**src/rtl/baud_pkg.sv**
```systemverilog
package baud_pkg;

    typedef enum logic [1:0] {
        MODE_ASYNC     = 2'b00,
        MODE_SYNC_MSTR = 2'b01,
        MODE_SYNC_SLV  = 2'b10,
        MODE_ASYNC_ALT = 2'b11
    } baud_mode_e;

    typedef enum logic [1:0] {
        RATE_X16,
        RATE_X8,
        RATE_X2,
        RATE_EXT
    } baud_rate_e;

    typedef enum logic {
        PH_LOW,
        PH_HIGH
    } sclk_phase_e;

endpackage

```
**src/rtl/baud_prescaler.sv**
```systemverilog
module baud_prescaler #(
    parameter int DIV_W = 12
) (
    input  logic             clk,
    input  logic             rst_n,
    input  logic             load,
    input  logic [DIV_W-1:0] load_val,
    output logic             tick
);
    logic [DIV_W-1:0] div_q;
    logic [DIV_W-1:0] cnt_q;

    // Zero count means reload this cycle; a load cycle never ticks.
    assign tick = (cnt_q == '0) && !load;

    always_ff @(posedge clk or negedge rst_n) begin
        if (!rst_n) begin
            div_q <= '0;
            cnt_q <= '0;
        end else if (load) begin
            div_q <= load_val;
            cnt_q <= load_val;
        end else if (cnt_q == '0) begin
            cnt_q <= div_q;
        end else begin
            cnt_q <= cnt_q - DIV_W'(1);
        end
    end
endmodule

```
**src/rtl/baud_bit_divider.sv**
```systemverilog
module baud_bit_divider #(
    parameter int OSR_NORM = 16,
    parameter int OSR_DBL  = 8
) (
    input  logic clk,
    input  logic rst_n,
    input  logic clear,
    input  logic tick,
    input  logic dbl,
    output logic bit_pulse
);
    localparam int OCW = $clog2(OSR_NORM);
    localparam logic [OCW-1:0] LAST_N = OCW'(OSR_NORM - 1);
    localparam logic [OCW-1:0] LAST_D = OCW'(OSR_DBL - 1);

    logic [OCW-1:0] oc_q;
    logic [OCW-1:0] last_w;

    assign last_w    = dbl ? LAST_D : LAST_N;
    assign bit_pulse = tick && (oc_q >= last_w);

    always_ff @(posedge clk or negedge rst_n) begin
        if (!rst_n) begin
            oc_q <= '0;
        end else if (clear) begin
            oc_q <= '0;
        end else if (tick) begin
            if (oc_q >= last_w) oc_q <= '0;
            else                oc_q <= oc_q + OCW'(1);
        end
    end
endmodule

```
**src/rtl/baud_sync_edge.sv**
```systemverilog
module baud_sync_edge #(
    parameter int STAGES = 2
) (
    input  logic clk,
    input  logic rst_n,
    input  logic din,
    output logic rise,
    output logic fall
);
    // STAGES synchronizer flops followed by one delay flop.
    logic [STAGES:0] sh_q;

    always_ff @(posedge clk or negedge rst_n) begin
        if (!rst_n) sh_q <= '0;
        else        sh_q <= {sh_q[STAGES-1:0], din};
    end

    assign rise =  sh_q[STAGES-1] && !sh_q[STAGES];
    assign fall = !sh_q[STAGES-1] &&  sh_q[STAGES];
endmodule

```
**src/rtl/baud_tick_gen.sv**
```systemverilog
module baud_tick_gen
    import baud_pkg::*;
#(
    parameter int DIV_W       = 12,
    parameter int OSR_NORM    = 16,
    parameter int OSR_DBL     = 8,
    parameter int SYNC_STAGES = 2
) (
    input  logic             clk,
    input  logic             rst_n,
    input  logic [1:0]       cfg_mode,
    input  logic             cfg_dbl,
    input  logic [DIV_W-1:0] cfg_div,
    input  logic             cfg_div_wr,
    input  logic             ext_sclk_in,
    output logic             tx_shift_en,
    output logic             rx_sample_en,
    output logic             sclk_out
);
    baud_mode_e  mode;
    baud_rate_e  rate;
    sclk_phase_e ph_q, ph_d;
    logic        tick;
    logic        bit_pulse;
    logic        ext_rise, ext_fall;

    assign mode = baud_mode_e'(cfg_mode);

    // Rate selection; double speed is honoured only asynchronously.
    always_comb begin
        unique case (mode)
            MODE_ASYNC, MODE_ASYNC_ALT: rate = cfg_dbl ? RATE_X8 : RATE_X16;
            MODE_SYNC_MSTR:             rate = RATE_X2;
            MODE_SYNC_SLV:              rate = RATE_EXT;
            default:                    rate = RATE_X16;
        endcase
    end

    baud_prescaler #(.DIV_W(DIV_W)) u_pre (
        .clk      (clk),
        .rst_n    (rst_n),
        .load     (cfg_div_wr),
        .load_val (cfg_div),
        .tick     (tick)
    );

    baud_bit_divider #(.OSR_NORM(OSR_NORM), .OSR_DBL(OSR_DBL)) u_bit (
        .clk       (clk),
        .rst_n     (rst_n),
        .clear     (cfg_div_wr),
        .tick      (tick),
        .dbl       (rate == RATE_X8),
        .bit_pulse (bit_pulse)
    );

    baud_sync_edge #(.STAGES(SYNC_STAGES)) u_ext (
        .clk   (clk),
        .rst_n (rst_n),
        .din   (ext_sclk_in),
        .rise  (ext_rise),
        .fall  (ext_fall)
    );

    // Master clock phase: state register.
    always_ff @(posedge clk or negedge rst_n) begin
        if (!rst_n) ph_q <= PH_LOW;
        else        ph_q <= ph_d;
    end

    // Master clock phase: next state.
    always_comb begin
        ph_d = ph_q;
        if (cfg_div_wr || rate != RATE_X2) begin
            ph_d = PH_LOW;
        end else if (tick) begin
            unique case (ph_q)
                PH_LOW:  ph_d = PH_HIGH;
                PH_HIGH: ph_d = PH_LOW;
                default: ph_d = PH_LOW;
            endcase
        end
    end

    // Outputs.
    always_comb begin
        sclk_out     = (ph_q == PH_HIGH);
        tx_shift_en  = 1'b0;
        rx_sample_en = 1'b0;
        unique case (rate)
            RATE_X16, RATE_X8: begin
                rx_sample_en = tick;
                tx_shift_en  = bit_pulse;
            end
            RATE_X2: begin
                rx_sample_en = tick && (ph_q == PH_LOW);
                tx_shift_en  = tick && (ph_q == PH_HIGH);
            end
            RATE_EXT: begin
                rx_sample_en = ext_rise;
                tx_shift_en  = ext_fall;
            end
            default: ;
        endcase
    end
endmodule

```
**config.mk**
```make
export PLATFORM = sky130hd
export DESIGN_NAME = baud_tick_gen
export DESIGN_NICKNAME = d
export VERILOG_FILES = /design/src/rtl/baud_pkg.sv /design/src/rtl/baud_prescaler.sv /design/src/rtl/baud_bit_divider.sv /design/src/rtl/baud_sync_edge.sv /design/src/rtl/baud_tick_gen.sv
export SDC_FILE = /design/constraint.sdc
export NUM_CORES = 1
export LEC_CHECK = 0
export BUFFER_PORTS_ARGS = -buffer_cell sky130_fd_sc_hd__buf_2
export CAP_MARGIN = 5
export CORE_MARGIN = 5
export CORE_UTILIZATION = 56
export CTS_CLUSTER_DIAMETER = 30
export DETAILED_ROUTE_END_ITERATION = 10
export PLACE_DENSITY = 0.86
export SLEW_MARGIN = 25
export SYNTH_ARGS = -nofsm -noshare
export SYNTH_HDL_FRONTEND = slang
export SYNTH_SLANG_ARGS = --single-unit
export TNS_END_PERCENT = 30
```
**constraint.sdc**
```tcl
create_clock -name clk -period 2.2 [get_ports clk]
set_input_delay 0.22 -clock clk [delete_from_list [all_inputs] [get_ports clk]]
set_output_delay 0.22 -clock clk [all_outputs]
set_load 0.005 [all_outputs]
```
Word level (Yosys, flattened, before mapping)
Cells that the tools add are included.
{ "word_totals": {"ram_bits": 0, "elab_cells": 46, "mem_count": 0, "out_inout_bits": 3, "in_bits": 19, "regBits": 32, "latch_bits": 0, "romBits": 0} }
{ "classes": {"multipliers": 0, "mux": 13, "n_reduce_logical": 17, "eq_ne": 7, "shift": 0, "n_div": 0, "n_lt_le_gt_ge": 1, "n_addsub": 2, "bitwise_logic": 1} }
{ "ops": {"columns": ["cell", "count"], "rows": [
  ["12-bit two-way mux", 2],
  ["4-bit two-way mux", 4],
  ["12-bit zero test", 1],
  ["12-bit by 1-bit subtractor with 12-bit output, second input constant", 1],
  ["2-bit == test, second input constant", 4],
  ["1-bit logical AND", 6],
  ["1-bit one-hot mux with 3 select lines", 2],
  ["2-bit one-hot mux with 3 select lines", 1],
  ["4-bit by 1-bit adder with 4-bit output, second input constant", 1],
  ["2-bit by 1-bit == test with 1-bit output, second input constant", 2],
  ["4-bit greater-or-equal comparator", 1],
  ["2-bit zero test", 2],
  ["2-bit nonzero test", 2],
  ["2-bit OR reduction", 2],
  ["1-bit zero test", 3],
  ["1-bit two-way mux", 3],
  ["2-bit != test, second input constant", 1],
  ["1-bit one-hot mux with 2 select lines", 1],
  ["1-bit logical OR", 1],
  ["1-bit inverter", 1]
]} }

Logic depth before layout (Yosys ltp)
{ "logic_depth": {"word_depth": 9, "mapped_depth": 8, "mapped_depth_nobuf": 8} }

Modules after synthesis
A second synthesis with hierarchy kept.
{ "hier_totals": {"hier_cells": 180, "area_unflattened_um2": 1751.7} }
{ "by_module_without_submodules": {"columns": ["module", "n_inst", "cells_per_inst", "seq_area_each_um2", "area_per_inst_um2"], "rows": [
  ["baud_prescaler", 1, 140, 600.6, 1313.8],
  ["baud_bit_divider", 1, 23, 100.1, 235.2],
  ["baud_tick_gen", 1, 12, 25.0, 112.6],
  ["baud_sync_edge", 1, 5, 75.1, 90.1]
]} }

Least setup slack after synthesis
No wires, ideal clock.
{ "synth_timing": {"path_type": "input to register", "from": "input cfg_mode[0]", "to": "register u_bit.oc_q[3]", "t_arrival_ps": 1775, "setup_time_ps": 78, "n_path_buf": 0, "path_stages": 7, "required_time_ps": 2122, "setup_slack_ps": 348, "cell_sequence": "inv_1 -> ha_1 -> and2_1 -> ha_1 -> a31o_2 -> or4_1 -> a21oi_1"} }
{ "synth_between": {"elab_chain_len": 9, "elab_cells_between_ends": 12, "cone_classes": "order compare (1); eq/ne (4); mux (5); reduce/logical (2)"} }
{ "synth_rtl": {"columns": ["element", "line_no", "rtl"], "rows": [
  ["start: declaration", "baud_tick_gen.sv:11", "input logic [1:0] cfg_mode,"],
  ["2-bit == test or 2-bit zero test (tied branches)", "baud_tick_gen.sv:31", "unique case (mode)"],
  ["2-bit OR reduction", "baud_tick_gen.sv:31", null],
  ["2-bit one-hot mux with 3 select lines (*)", "baud_tick_gen.sv:31", null],
  ["2-bit by 1-bit == test with 1-bit output (*)", "baud_tick_gen.sv:52", ".dbl (rate == RATE_X8),"],
  ["4-bit two-way mux (*)", "baud_bit_divider.sv:19", "assign last_w = dbl ? LAST_D : LAST_N;"],
  ["4-bit greater-or-equal comparator (*)", "baud_bit_divider.sv:28", "if (oc_q >= last_w) oc_q <= '0;"],
  ["4-bit two-way mux (*)", "baud_bit_divider.sv:28", null],
  ["4-bit two-way mux (*)", "baud_bit_divider.sv:27", "end else if (tick) begin"],
  ["4-bit two-way mux (*)", "baud_bit_divider.sv:25", "end else if (clear) begin"],
  ["end signal: assignment", "baud_bit_divider.sv:29", "else oc_q <= oc_q + OCW'(1);"],
  ["end: declaration", "baud_bit_divider.sv:16", "logic [OCW-1:0] oc_q;"]
]} }
Mark *: on every way between the ends. The rest lies on a longest branch, timed or not. The select of a mux whose other input is x is not followed.
A chain may end at the register's enable or synchronous reset.

Worst setup path in the final report
{ "layout_timing": {"from": "register u_pre.cnt_q[2]", "to": "output tx_shift_en"} }
{ "layout_between": {"elab_chain_len": 4, "elab_cells_between_ends": 5, "cone_classes": "mux (1); reduce/logical (4)"} }
{ "layout_rtl": {"columns": ["element", "line_no", "rtl"], "rows": [
  ["start: declaration", "baud_prescaler.sv:11", "logic [DIV_W-1:0] cnt_q;"],
  ["start signal: assignment", "baud_prescaler.sv:22", "cnt_q <= load_val;"],
  ["start signal: assignment", "baud_prescaler.sv:24", "cnt_q <= div_q;"],
  ["start signal: assignment", "baud_prescaler.sv:26", "cnt_q <= cnt_q - DIV_W'(1);"],
  ["12-bit zero test (*)", "baud_prescaler.sv:14", "assign tick = (cnt_q == '0) && !load;"],
  ["1-bit logical AND (*)", "baud_prescaler.sv:14", null],
  ["1-bit logical AND, on equally long branches", "baud_tick_gen.sv:96, baud_bit_divider.sv:20", null],
  ["1-bit one-hot mux with 3 select lines (*)", "baud_tick_gen.sv:89", "unique case (rate)"],
  ["end: declaration", "baud_tick_gen.sv:16", "output logic tx_shift_en,"]
]} }
Mark *: on every way between the ends. The rest lies on a longest branch, timed or not.

==> impl_metrics.tcl <==
set metrics [dict create \
    drive_gt1_frac 0.261 \
    crit_type "reg -> out" \
    cts_buffer_depth 2 \
    tightestPinTransition_ps 685 \
    status "finished, final reports clean" \
    crit_arrival_ps 1930 \
    antenna_found_initial 0 \
    die_h_um 64.4 \
    pre_cts_ws_ps 93.0 \
    cts.htree.levels 2 \
    synth_top_area_cell "dfrtp_1" \
    fp.dieW_um 64.4 \
    dp_hpwl_um 2500 \
    area_delta_synth_final_pct 19.3 \
    layout_commonest_cell "dfrtp_1" \
    synth.avg_cell_area_sq_um 9.74 \
    skew_ps 8.32 \
    slew_headroom 0.543 \
    first_pass_iters 4 \
    grt_overflow_total 0 \
    cts_buffers 5 \
    cts_tree "done" \
    instances_no_fill 234 \
    pwr-share-seq 0.511 \
    cp.required_ps 1980 \
    grt_pass1_vias 1275 \
    p_clk_frac 0.324 \
    syn_area_sq_um 1660 \
    cts_sinks 32 \
    synth-seq-cells 32 \
    finalHoldViolations 0 \
    syn_inst 170 \
    globalplace.congestion 0.841 \
    finalMaxSlewViolations 0 \
    power.net_switching_uw 377 \
    grt_util_all_layers 0.181 \
    ios 22 \
    p_leak_nw 0.913 \
    pwr-share-comb 0.165 \
    synthTopCellsByArea "dfrtp_1 (48%), nand2_1 (5.7%), ha_1 (4.5%), o21ai_0 (4.2%), inv_1 (3.2%)" \
    io_buffers 21 \
    internal_power_uw 983 \
    drtIter0Drc 112 \
    hp-class "in -> reg" \
    ys_types 38 \
    max_freq_mhz 464 \
    cp-end-kind "primary output" \
    mostFrequentLayoutCells "dfrtp_1 (29), nand2_1 (25), buf_2 (21)" \
    dpl_cell_area_sq_um 1800 \
    grt_max_degree 33 \
    peakVddDrop_v 0.000514 \
    power_density_nw_per_um2 689 \
    maxCapViolCount 0 \
    fin_area_sq_um 1970 \
    reg2reg_depth 6 \
    clockRootBuffer "clkbuf_4" \
    crit_fanout 3 \
    r2r_start "u_pre.cnt_q[2]" \
    post-route-period-util 0.979 \
    rrSetupSlack_ps 120 \
    core-area_sq_um 2810 \
    crit_start "u_pre.cnt_q[2]" \
    vias_per_cell 5.86 \
    total_power_mw 1.36 \
    timing.final.ws_setup_ps 46.9 \
    rows 19 \
    start_util 0.590 \
    crit_path_start_kind "flop" \
    grt_pass1_wl_um 5780 \
    post_drt_wl_per_cell_um 15.6 \
    period_needed_ps 2150 \
    rsz0062_at_grt "yes" \
    synth_edf_count 0 \
    synth_warnings 0 \
    dp.cells 219 \
    drc 0 \
    vias 1371 \
    synth_ff_type "dfrtp_1" \
    setup_viol 0 \
    switching_share 0.277 \
    worst_r2r_endpoint "u_bit.oc_q[3]" \
    cts.clk_slew.worst_paths_ps 100 \
    async_flop_share 1.00 \
    min_path_cells 3 \
    syn_nets 195 \
    wl_um 3640 \
    yosysTopAreaCellShare 0.484 \
    insertedDiodeCount 0 \
    yosysSeqAreaShare 0.484 \
    crit_end "tx_shift_en" \
    dieArea_sq_um 4140 \
    nets 227 \
    worst_hold_slack_ps 95.5 \
    clock_latency_ps 340 \
    ant_nets 0 \
]
==> what timing repair did <==
item                                    in CTS  in global routing
endpoints found under the setup margin       2                  3
hold buffers                                 2                  0
gates resized for setup                      3                  8
pin swaps                                    0                  1
endpoints found under the hold margin       33                  0
buffers inserted                             0                  5
==> power groups by stage <==
stage	Clock, mW	Combinational (mW)	Sequential (mW)
after global placement	0	0.174	0.698
final	0.441	0.224	0.695
after detailed placement	0	0.184	0.701
after global routing	0.478	0.250	0.702
after floorplan	0	0.125	0.689
after CTS	0.444	0.189	0.693
==> final cells by class <==
class,count,area [sq um]
clock buffer,6,41.3
clock inverter,2,35.0
fill,231,831
inverter,15,56.3
multi-input combinational,117,813
sequential,32,805
tap,31,38.8
timing repair buffer,31,185
==> sequential cells by signal (all words and copies together) (netlist names) <==
name         flops
u_ext.sh_q       3
sclk_out         1
u_pre.div_q     12
u_bit.oc_q       4
u_pre.cnt_q     12
==> Yosys cell counts (2+ instances only) <==
master,number
a21oi_1,6
a311oi_1,2
a31o_2,3
a31oi_1,2
clkbuf_1,6
dfrtp_1,32
ha_1,6
inv_1,14
mux2_2,3
mux2i_1,2
nand2_1,25
nand3_1,3
nor2_1,6
nor2b_1,2
nor3_1,7
nor3b_1,3
nor4_1,2
o21ai_0,14
o221ai_1,4
o311ai_0,2
o31ai_1,2
or3_1,2
or4_1,2
xnor2_1,3
xor2_1,4
==> how the worst min path moves through the flow <==
stage	to	start	slack, ps
floorplan	sclk_out	rst_n	-80
global placement	u_bit.oc_q[2]	rst_n	290
detailed placement	u_bit.oc_q[2]	rst_n	300
CTS	u_pre.div_q[5]	cfg_div[5]	90
global route	u_pre.div_q[5]	cfg_div[5]	90
finish	u_pre.div_q[5]	cfg_div[5]	100
==> critical path, stage by stage, from the launching register on <==
cell and delay [ps]:
dfrtp_2 430, or4_4 570, nor3b_4 240, o21ai_1 90
o21ai_0 140, buf_2 130
==> cells by family after synthesis <==
kind of cell,after synthesis,synth area share
fa+ha+maj,6,0.0454
mux,5,0.0325
compound gates,38,0.151
buf+inv,21,0.0476
xor+xnor,7,0.0370
flops,32,0.484
simple gates,61,0.203
==> metal layers <==
| layer | track usage | up-vias | wire [um] |
|---|---|---|---|
| li1 | - | 671 | - |
| met1 | 0.234 | 654 | 1620 |
| met2 | 0.277 | 40 | 1800 |
| met3 | 0.0543 | 6 | 175 |
| met4 | 0.0923 | 0 | 46 |
| met5 | 0 | - | 0 |
==> through the flow <==
step	TNS, ps	util
finish	0	0.704
global route	-60.9	0.704
CTS	-80.0	0.680
detailed placement	0	0.641
global placement	0	0.641
floorplan	0	-
Note: power is estimated with default switching activity, not from simulation.
